[config.mk]
export PLATFORM = sky130hd
export DESIGN_NAME = mont_mul_ws
export DESIGN_NICKNAME = d
export VERILOG_FILES = /design/src/rtl/mmw_pkg.sv /design/src/rtl/mmw_word_pe.sv /design/src/rtl/mmw_ctrl.sv /design/src/rtl/mmw_sum_store.sv /design/src/rtl/mont_mul_ws.sv
export SDC_FILE = /design/constraint.sdc
export NUM_CORES = 1
export LEC_CHECK = 0
export BUFFER_PORTS_ARGS = -buffer_cell sky130_fd_sc_hd__buf_2
export CAP_MARGIN = 40
export CORE_MARGIN = 2
export CORE_UTILIZATION = 41
export CTS_BUF_LIST = sky130_fd_sc_hd__clkbuf_2
export DETAILED_ROUTE_END_ITERATION = 8
export GPL_ROUTABILITY_DRIVEN = 0
export MAX_ROUTING_LAYER = met4
export PLACE_DENSITY = 0.67
export SYNTH_ARGS = -nofsm -noshare
export SYNTH_HDL_FRONTEND = slang
export SYNTH_SLANG_ARGS = --single-unit
[constraint.sdc]
create_clock -name clk -period 12.28 [get_ports clk]
set_input_delay 0.614 -clock clk [delete_from_list [all_inputs] [get_ports clk]]
set_output_delay 0.614 -clock clk [all_outputs]
set_load 0.01 [all_outputs]
[src/rtl/mmw_pkg.sv]
package mmw_pkg;

  typedef enum logic [0:0] {
    PH_IDLE = 1'b0,
    PH_RUN  = 1'b1
  } phase_t;

  // Reduction bit: makes the low bit of S + xi*Y + q*M even (M odd).
  function automatic logic red_bit(input logic s0, input logic xi, input logic y0);
    return s0 ^ (xi & y0);
  endfunction

endpackage

[src/rtl/mmw_word_pe.sv]
module mmw_word_pe #(
  parameter int W = 8
) (
  input  logic [W-1:0] s_w,
  input  logic [W-1:0] y_w,
  input  logic [W-1:0] m_w,
  input  logic         xi,
  input  logic         q,
  input  logic [1:0]   cin,
  output logic [W-1:0] sum_lo,
  output logic [1:0]   cout
);

  localparam int SW = W + 2;

  // One word of S + xi*Y + q*M + carry, carry-propagate form.
  function automatic logic [SW-1:0] word_sum(
    input logic [W-1:0] s, input logic [W-1:0] y, input logic [W-1:0] m,
    input logic a, input logic b, input logic [1:0] c);
    logic [SW-1:0] acc;
    acc = {2'b00, s};
    if (a) acc = acc + {2'b00, y};
    if (b) acc = acc + {2'b00, m};
    acc = acc + {{W{1'b0}}, c};
    return acc;
  endfunction

  logic [SW-1:0] tot;

  always_comb begin
    tot    = word_sum(s_w, y_w, m_w, xi, q, cin);
    sum_lo = tot[W-1:0];
    cout   = tot[SW-1:W];
  end

endmodule

[src/rtl/mmw_ctrl.sv]
module mmw_ctrl #(
  parameter int E   = 4,
  parameter int NXB = 32
) (
  input  logic clk,
  input  logic rst_n,
  input  logic start,
  output logic busy,
  output logic done,
  output logic load,
  output logic first_step,
  output logic top_step,
  output logic [$clog2(E+1)-1:0] word_idx
);

  import mmw_pkg::*;

  localparam int WD = $clog2(E + 1);
  localparam int BD = (NXB > 1) ? $clog2(NXB) : 1;
  localparam logic [WD-1:0] WLAST = WD'(E);
  localparam logic [BD-1:0] BLAST = BD'(NXB - 1);

  phase_t          ph_q;
  logic [BD-1:0]   bit_q;
  logic [WD-1:0]   word_q;
  logic            done_q;
  logic            last_pass;

  assign busy       = (ph_q == PH_RUN);
  assign done       = done_q;
  assign load       = start && !busy;
  assign word_idx   = word_q;
  assign first_step = busy && (word_q == '0);
  assign top_step   = busy && (word_q == WLAST);
  assign last_pass  = (bit_q == BLAST);

  always_ff @(posedge clk or negedge rst_n) begin
    if (!rst_n) begin
      ph_q   <= PH_IDLE;
      done_q <= 1'b0;
      bit_q  <= '0;
      word_q <= '0;
    end else if (load) begin
      ph_q   <= PH_RUN;
      done_q <= 1'b0;
      bit_q  <= '0;
      word_q <= '0;
    end else if (busy) begin
      if (word_q == WLAST) begin
        word_q <= '0;
        if (last_pass) begin
          ph_q   <= PH_IDLE;
          done_q <= 1'b1;
        end else begin
          bit_q <= bit_q + BD'(1);
        end
      end else begin
        word_q <= word_q + WD'(1);
      end
    end
  end

endmodule

[src/rtl/mmw_sum_store.sv]
module mmw_sum_store #(
  parameter int W  = 8,
  parameter int E  = 4,
  parameter int ID = 2
) (
  input  logic            clk,
  input  logic            rst_n,
  input  logic            clr,
  input  logic            wr_en,
  input  logic [ID-1:0]   wr_idx,
  input  logic [W-1:0]    wr_data,
  input  logic [ID-1:0]   rd_idx,
  output logic [W-1:0]    rd_word,
  output logic [W*E-1:0]  flat
);

  logic [W-1:0] s_q [E];

  always_ff @(posedge clk or negedge rst_n) begin
    if (!rst_n) begin
      for (int k = 0; k < E; k++) s_q[k] <= '0;
    end else if (clr) begin
      for (int k = 0; k < E; k++) s_q[k] <= '0;
    end else if (wr_en) begin
      s_q[wr_idx] <= wr_data;
    end
  end

  assign rd_word = s_q[rd_idx];

  genvar g;
  generate
    for (g = 0; g < E; g++) begin : g_flat
      assign flat[g*W +: W] = s_q[g];
    end
  endgenerate

endmodule

[src/rtl/mont_mul_ws.sv]
module mont_mul_ws #(
  parameter int W = 8,
  parameter int E = 4,
  localparam int N = W * E
) (
  input  logic         clk,
  input  logic         rst_n,
  input  logic         start,
  input  logic [N-1:0] x_in,
  input  logic [N-1:0] y_in,
  input  logic [N-1:0] m_in,
  output logic         busy,
  output logic         done,
  output logic [N-1:0] result
);

  localparam int WD  = $clog2(E + 1);
  localparam int ID  = (E > 1) ? $clog2(E) : 1;
  localparam int LAT = N * (E + 1);

  // control
  logic          load;
  logic          first_step;
  logic          top_step;
  logic [WD-1:0] word_idx;

  mmw_ctrl #(.E(E), .NXB(N)) u_ctrl (
    .clk        (clk),
    .rst_n      (rst_n),
    .start      (start),
    .busy       (busy),
    .done       (done),
    .load       (load),
    .first_step (first_step),
    .top_step   (top_step),
    .word_idx   (word_idx)
  );

  // operand registers
  logic [N-1:0] x_sh;
  logic [N-1:0] y_q;
  logic [N-1:0] m_q;

  always_ff @(posedge clk or negedge rst_n) begin
    if (!rst_n) begin
      x_sh <= '0;
      y_q  <= '0;
      m_q  <= '0;
    end else if (load) begin
      x_sh <= x_in;
      y_q  <= y_in;
      m_q  <= m_in;
    end else if (top_step) begin
      x_sh <= x_sh >> 1;
    end
  end

  logic [W-1:0] y_w [E];
  logic [W-1:0] m_w [E];

  genvar g;
  generate
    for (g = 0; g < E; g++) begin : g_words
      assign y_w[g] = y_q[g*W +: W];
      assign m_w[g] = m_q[g*W +: W];
    end
  endgenerate

  // word selection
  logic [ID-1:0] rd_idx;
  logic [ID-1:0] wr_idx;
  logic          wr_en;
  logic [W-1:0]  wr_data;
  logic [W-1:0]  s_rd;

  assign rd_idx = (word_idx < WD'(E)) ? word_idx[ID-1:0] : '0;
  assign wr_idx = top_step ? ID'(E - 1) : ID'(word_idx - WD'(1));
  assign wr_en  = busy && (word_idx != '0);

  // word processing element
  logic         xi;
  logic         q_cur;
  logic         q_q;
  logic [1:0]   cin;
  logic [1:0]   carry_q;
  logic [W-1:0] pe_sum;
  logic [1:0]   pe_cout;
  logic [W-2:0] pend_q;

  assign xi    = x_sh[0];
  assign q_cur = first_step ? mmw_pkg::red_bit(s_rd[0], xi, y_w[0][0]) : q_q;
  assign cin   = first_step ? 2'b00 : carry_q;

  mmw_word_pe #(.W(W)) u_pe (
    .s_w    (s_rd),
    .y_w    (y_w[rd_idx]),
    .m_w    (m_w[rd_idx]),
    .xi     (xi),
    .q      (q_cur),
    .cin    (cin),
    .sum_lo (pe_sum),
    .cout   (pe_cout)
  );

  // shifted write-back: new MSB of word j-1 comes from LSB of word j
  assign wr_data = top_step ? {carry_q[0], pend_q} : {pe_sum[0], pend_q};

  always_ff @(posedge clk or negedge rst_n) begin
    if (!rst_n) begin
      q_q     <= 1'b0;
      carry_q <= 2'b00;
      pend_q  <= '0;
    end else if (busy && !top_step) begin
      if (first_step) q_q <= q_cur;
      carry_q <= pe_cout;
      pend_q  <= pe_sum[W-1:1];
    end
  end

  mmw_sum_store #(.W(W), .E(E), .ID(ID)) u_store (
    .clk     (clk),
    .rst_n   (rst_n),
    .clr     (load),
    .wr_en   (wr_en),
    .wr_idx  (wr_idx),
    .wr_data (wr_data),
    .rd_idx  (rd_idx),
    .rd_word (s_rd),
    .flat    (result)
  );

  // named events for the checker
  logic ev_first_lsb;
  logic ev_top_carry_hi;
  assign ev_first_lsb    = pe_sum[0];
  assign ev_top_carry_hi = carry_q[1];

endmodule

After elaboration in Yosys (flattened, before gate mapping)
Cells that the tools add are included.
{"block": "totals", "ff_bits": 148, "input_bits": 99, "out_inout_bits": 34, "word_cells": 87}
{"block": "classes", "add_sub_neg": 6, "n_lt_le_gt_ge": 4, "n_eq_ne": 3, "muxes": 38, "n_bitwise": 4, "n_reduce_logical": 18}
{"cell": "32-bit two-way mux", "count": 4}
{"cell": "8-bit two-way mux", "count": 8}
{"cell": "8-bit binary-select mux with 2-bit select", "count": 3}
{"cell": "32-bit bitwise mux", "count": 1}
{"cell": "10-bit two-way mux", "count": 2}
{"cell": "5-bit two-way mux", "count": 4}
{"cell": "8-bit demux with 2-bit select", "count": 1}
{"cell": "10-bit by 2-bit adder with 10-bit output", "count": 1}
{"cell": "10-bit by 8-bit adder with 10-bit output", "count": 1}
{"cell": "2-bit nonzero test", "count": 5}
{"cell": "8-bit by 8-bit adder with 9-bit output", "count": 1}
{"cell": "1-bit two-way mux", "count": 9}
{"cell": "3-bit two-way mux", "count": 3}
{"cell": "3-bit >= comparator, second input constant", "count": 2}
{"cell": "1-bit logical AND", "count": 6}
{"cell": "2-bit two-way mux", "count": 3}
{"cell": "2-bit NOT with 3-bit output", "count": 2}
{"cell": "3-bit AND reduction", "count": 2}
{"cell": "5-bit by 1-bit adder with 5-bit output, second input constant", "count": 1}
{"cell": "5-bit == test, second input constant", "count": 1}
{"cell": "3-bit by 1-bit adder with 3-bit output, second input constant", "count": 1}
{"cell": "3-bit == test, second input constant", "count": 1}
{"cell": "3-bit logical NOT", "count": 1}
{"cell": "3-bit by 1-bit less-than comparator with 1-bit output, second input constant", "count": 1}
{"cell": "8 further kinds", "count": 9}

Logic depth before layout (Yosys ltp)
{"block": "depth", "depth_word": 15, "mapped_depth": 22, "ltp_nobuf": 19}

Hierarchy
From an unflattened synthesis, not the netlist that was laid out.
{"block": "unflattened", "cells_unflattened": 745, "area_unflattened_um2": 8256.7}
{"mod": "mont_mul_ws", "n_inst": 1, "cells_each": 403, "area_each_um2": 4803.4, "seq_area_each_um2": 2652.5}
{"mod": "mmw_sum_store", "n_inst": 1, "cells_each": 126, "area_each_um2": 1631.6, "seq_area_each_um2": 800.8}
{"mod": "mmw_word_pe", "n_inst": 1, "cells_each": 165, "area_each_um2": 1306.3, "seq_area_each_um2": 0.0}
{"mod": "mmw_ctrl", "n_inst": 1, "cells_each": 51, "area_each_um2": 515.5, "seq_area_each_um2": 250.2}

Worst setup path after synthesis
OpenSTA, ideal clock, no wires.
{"block": "synth_path", "path_kind": "flip-flop to flip-flop", "startpoint": "reg u_ctrl.word_q[0] (netlist: u_ctrl.word_idx[0])", "endpoint": "reg carry_q[1]", "setup_time_ns": 0.074, "arrival_time_ns": 4.459, "required_ns": 12.206, "slack_ns": 7.746, "stages_incl_launch_ff": 22, "path_buffers": 5, "period_less_slack_ns": 4.534, "cell_sequence": "dfrtp_1 > buf_4 > buf_6 > clkbuf_1 > clkbuf_1 > clkbuf_1 > a211oi_1 > a31oi_1 > ha_1 > a211o_1 > and4_1 > o31ai_1 > o21a_1 > inv_1 > ha_1 > o21a_1 > a21o_1 > a21oi_1 > nor2_1 > xor2_1 > o32a_1 > o21ai_2"}
{"block": "synth_between", "elab_chain_cells": 11, "word_cells_on_any_way": 26, "classes_between": "add/sub: 3; order compare: 1; eq/ne: 1; mux: 14; bitwise: 2; reduce/logical: 5"}
{"item": "from (decl)", "line_no": "mmw_ctrl.sv:25", "text": "logic [WD-1:0] word_q;"}
{"item": "from (signal assigned)", "line_no": "mmw_ctrl.sv:58", "text": "word_q <= word_q + WD'(1);"}
{"item": "3-bit less-than comparator", "line_no": "mont_mul_ws.sv:76", "text": "assign rd_idx = (word_idx < WD'(E)) ? word_idx[ID-1:0] : '0;"}
{"item": "2-bit two-way mux", "line_no": "mont_mul_ws.sv:76"}
{"item": "2-bit NOT with 3-bit output (implied by the code)", "line_no": "mmw_sum_store.sv:29, mont_mul_ws.sv:96, mont_mul_ws.sv:97"}
{"item": "8-bit binary-select mux with 2-bit select, on equally long branches", "line_no": "mmw_sum_store.sv:29, mont_mul_ws.sv:96"}
{"item": "8-bit two-way mux, on equally long branches (2 in a row)", "line_no": "mmw_sum_store.sv:29, mont_mul_ws.sv:96"}
{"item": "8-bit by 8-bit adder with 9-bit output", "line_no": "mmw_word_pe.sv:22", "text": "if (a) acc = acc + {2'b00, y};"}
{"item": "10-bit two-way mux", "line_no": "mmw_word_pe.sv:22"}
{"item": "10-bit by 8-bit adder with 10-bit output", "line_no": "mmw_word_pe.sv:23", "text": "if (b) acc = acc + {2'b00, m};"}
{"item": "10-bit two-way mux", "line_no": "mmw_word_pe.sv:23"}
{"item": "10-bit by 2-bit adder with 10-bit output", "line_no": "mmw_word_pe.sv:24", "text": "acc = acc + {{W{1'b0}}, c};"}
{"item": "to (signal assigned)", "line_no": "mont_mul_ws.sv:115", "text": "carry_q <= pe_cout;"}
{"item": "to (decl)", "line_no": "mont_mul_ws.sv:85", "text": "logic [1:0] carry_q;"}
Parallel ways exist; a longest one is shown, timed or not. The select of a mux whose other input is x is not followed.
A chain may end at the register's enable or synchronous reset.

Worst setup path in the final report
{"block": "layout_path", "startpoint": "reg u_ctrl.word_q[2] (netlist: u_ctrl.word_idx[2])", "endpoint": "reg carry_q[1]"}
Same word-level chain as after synthesis.

==> flow_results.org <==
** Run status
- Result of the run :: finished, final reports clean

** Layout
- Proportion of layout cells with a drive suffix above 1 :: 0.217
- Counting the fill cells in the layout gives ~1900.
- Area overhead of the layout relative to synthesis :: 21.2%
- The finished cells cover roughly 0.0098 mm2.
- Layout Utilization :: 0.505
- Post-layout net count :: about 1200

** Pwr
- Power spread over the standard cell area amounts to 160 mW/mm2.
- Leakage power total :: around 4.7 nW
- IR analysis of the VDD net gives a maximum drop of 0.0000637 V.

** STA
- The total count of max-transition violations in the final report is 0.
- Tmin final :: about 5000 ps
- Tightest Pin Transition :: 904 ps
- Setup repair after global routing missed its margin :: false
- In the finished design, the share of the clock period the worst path needs comes to 0.404.
- The count of final hold-check violations came to 0.
- The clock arrives with 37.6 ps of skew.
- After routing, the total negative slack on setup checks comes to 0 ps.
- Peak Freq :: around 0.20 GHz
- Normalized max-slew margin :: 0.398
- Final setup violation count :: 0

** GRT
- The first global-routing pass estimated about 33000 um of wire.
- The number of antenna violations at the first check in global routing came to 1.
- Global-route usage over all layers :: 0.213
- Via count of the first global-routing pass :: 6514
- Entering global routing, the biggest net connects a little under 90 pins.
- Summed over all layers, the global routing overflow is 0.

** Die
- Die extent in y :: approximately 140 um
- The die covers approximately 0.021 mm2.
- For this design the top-level I/O count stands at 133.
- Die Wd :: ~140 um
- Core ar. :: a little under 0.02 mm2
- For this configuration, the core starts out at a cell density of 0.417.
- Row generation in the floorplan step produced 51 rows.

** Synthesis
- In this run, synthesis inferred 0 flip-flops with an integrated enable.
- Of all flip-flops after synthesis, the portion carrying an async set or reset was 1.00.
- Commonest register cell after synthesis :: dfrtp_1
- Cell area after technology mapping :: ~0.0081 mm2
- In this run, synthesis produced a sequential element count of between 100 and 150.
- Warning count from the yosys run :: 0
- The cell count after synthesis came out at 900.
- Average instance area after synthesis :: between 9 and 10 um2
- Synthesized netlist net count :: about 1000
- Netlist cell types :: 61
- For this run, the register share of the synthesized area comes to 0.457.

** Worst setup path
- Crit path depth :: 16
- Counting cells, the worst reg-to-reg path comes to 16.
- The worst register-to-register path begins at u_ctrl.word_idx[2].
- Top Family by Delay on Critical Path :: compound AO/OA/AOI/OAI gates
- Setup slack of the worst register-to-register path :: 7320 ps
- Endpoint class of the critical path :: flop
- Critical-path maximum fanout :: 20
- Counting both buffers and inverters, the worst setup path holds a total of 0.
- The signal on the critical path passes through nand2b_1 -> mux2i_1 -> mux2i_1 -> fa_1 -> a21o_1 -> a211oi_1 -> o32ai_2 -> ha_1 -> nand3_1 -> o211ai_1 -> nor2_1 -> xnor2_1 -> nor3b_2 -> o211ai_2 -> o32a_1 -> o21ai_2.
- STA puts the critical path data arrival time at 5640 ps.
- Slowest cell on the critical path :: nand2b_1
- Tracing the worst setup path back leads to its startpoint at u_ctrl.word_idx[2].
- The worst setup path is launched from a flop.
- The worst register-to-register path ends at carry_q[1].
- For this run, the slowest stage of the critical path takes 770 ps.
- Most prevalent standard cell on the critical path :: mux2i_1
- Required time reported for the critical path endpoint :: around 13000 ps
- In this run the worst setup path terminates at carry_q[1].
- Path type of the worst setup path :: flop to flop

** Routing
- After detailed routing, the average wire length per cell comes to 16.0 um.
- Count of TritonRoute iterations in the first routing pass :: 5
- Via density per instance :: between 5 and 6
- Final WL :: approximately 21000 um
- In this run, the number of DRC markers left after iteration 0 of detailed routing was 460.
- After detailed routing, the number of remaining DRC violations is 0.
- Antenna violation net count after detailed routing :: 0
- The routed layout has 6999 vias.

** Placement
- Instance area at placement :: roughly 0.0090 mm2
- Detailed-placement wirelength estimate :: roughly 15000 um
- Count of input and output buffers :: 132

** Clock tree
- CTS tree :: done
- Clock Sinks :: ~150
- The number of clock buffers added by TritonCTS is 17.
- The cell sitting at the root of the clock tree is a clkbuf_2.
- The H-tree was split into 4 levels.
- Maximum root-to-sink buffer count :: 2
- At the later pin of the worst-skew pair, clock insertion delay measures 750 ps.
- CTS resizes :: 0
- Clock-pin slew was measured on the worst setup and hold paths at around 240 ps.

** Worst hold path
- The tightest min-delay check is of the input port to flop type.
- Min-delay src :: y_in[21]

** Flow run
- Number of violations of the max-capacitance limit :: 0
-- cell usage after synthesis (8+ instances only) --
cell type,count,share of area
ha_1,23,0.035
nor2_1,32,0.015
a22o_1,30,0.032
a21oi_1,12,0.0074
nor2b_1,13,0.010
mux2_2,34,0.047
mux2i_1,17,0.021
inv_1,11,0.0051
o21ai_0,53,0.033
o22ai_1,31,0.024
xor2_1,8,0.0086
a211oi_1,23,0.021
clkbuf_1,46,0.021
dfrtp_1,148,0.46
nand3_1,9,0.0056
nand2_1,286,0.13
and2_1,15,0.012
a31oi_1,18,0.014
-- metal layers --
metal  GRT usage  up-vias  routed length, um
met2       0.337      171              10500
met3      0.0384       39                873
met5           -        -                  0
met1       0.279     3330               9560
met4      0.0680        0                476
li1            -     3459                  -
-- stage by stage --
step / power, mW / hold slack, ps / std cells / worst slack [ps]
2_1_floorplan: 1.05 / 318 / 900 / 7750
3_3_place_gp: 1.23 / 454 / 1252 / 7540
3_5_place_dp: 1.24 / 459 / 1254 / 7430
4_1_cts: 1.57 / 1.11 / 1321 / 7390
5_1_grt: 1.67 / -0.0868 / 1340 / 6980
6_report: 1.57 / 61.1 / 1340 / 7320
-- report_power, final --
| part | switching, mW | total, mW | internal [mW] |
|---|---|---|---|
| Sequential | 0.0993 | 0.668 | 0.569 |
| Clock | 0.201 | 0.320 | 0.120 |
| Combinational | 0.295 | 0.580 | 0.285 |
-- cells by family after synthesis --
logic type / Yosys count / synth area share
multiplexers: 52 / 0.0701
buffers and inverters: 69 / 0.0370
AND/OR/NAND/NOR: 377 / 0.193
flip-flops: 148 / 0.457
AO/OA/AOI/OAI: 213 / 0.184
XOR/XNOR: 15 / 0.0162
adder cells (fa/ha/maj): 26 / 0.0429
-- how the worst min path moves through the flow --
stage | cells past startpoint | slack, ps | endpoint
3_5_place_dp | 2 | 460 | y_q[21]
6_report | 3 | 60 | y_q[21]
2_1_floorplan | 0 | 320 | carry_q[0]
4_1_cts | 3 | 1 | x_sh[5]
3_3_place_gp | 2 | 450 | m_q[30]
5_1_grt | 3 | -0.09 | y_q[12]
-- layout by cell type, fill, tap and decap left out, types with 5 or more instances in the layout --
master and instances:
inv_6 7, o21a_1 7, nand3_1 9, a21o_1 7, clkbuf_2 17, xor2_1 8
o22ai_1 31, and2_1 15, a31oi_1 18, xnor2_1 7, a22o_1 30, buf_4 11
inv_1 11, ha_1 23, dlygate4sd3_1 53, a211oi_1 23, nor3_1 5, nand2_1 286
nor2b_1 12, a21oi_1 12, buf_2 131, o21ai_0 53, mux2i_1 17, dfrtp_1 148
nor2_1 30, mux2_2 34
-- sequential cells by signal, indices dropped and copies added, names as in the netlist --
| name | flops |
|---|---|
| carry_q | 2 |
| m_q | 32 |
| pend_q | 7 |
| q_q | 1 |
| u_ctrl.bit_q | 5 |
| u_ctrl.busy | 1 |
| u_ctrl.done | 1 |
| u_ctrl.word_idx | 3 |
| u_store.flat | 32 |
| x_sh | 32 |
| y_q | 32 |
-- final cells by class --
type,count,area (um2),area share
Sequential cell,148,3700,0.377
Clock inverter,15,190,0.0194
Tap cell,265,332,0.0338
Inverter,13,53.8,0.00548
Multi-Input combinational cell,683,4120,0.420
Clock buffer,17,85.1,0.00866
Timing Repair Buffer,198,1340,0.136
Antenna cell,1,2.50,0.000255
-- worst reg2reg max path: stages, from the launching register on --
cell and delay (ps):
dfrtp_1 670, nand2b_1 770, mux2i_1 260, mux2i_1 160, fa_1 520, a21o_1 180, a211oi_1 290, o32ai_2 180
ha_1 410, nand3_1 90, o211ai_1 230, nor2_1 80, xnor2_1 170, nor3b_2 290, o211ai_2 150, o32a_1 360
o21ai_2 100
-- repair_timing --
item                                    CTS  global route
buffers inserted                          0             0
hold buffers                             35            18
endpoints found under the hold margin   108            18
endpoints found under the setup margin    0             0
Power figures use the tool's default switching activity.
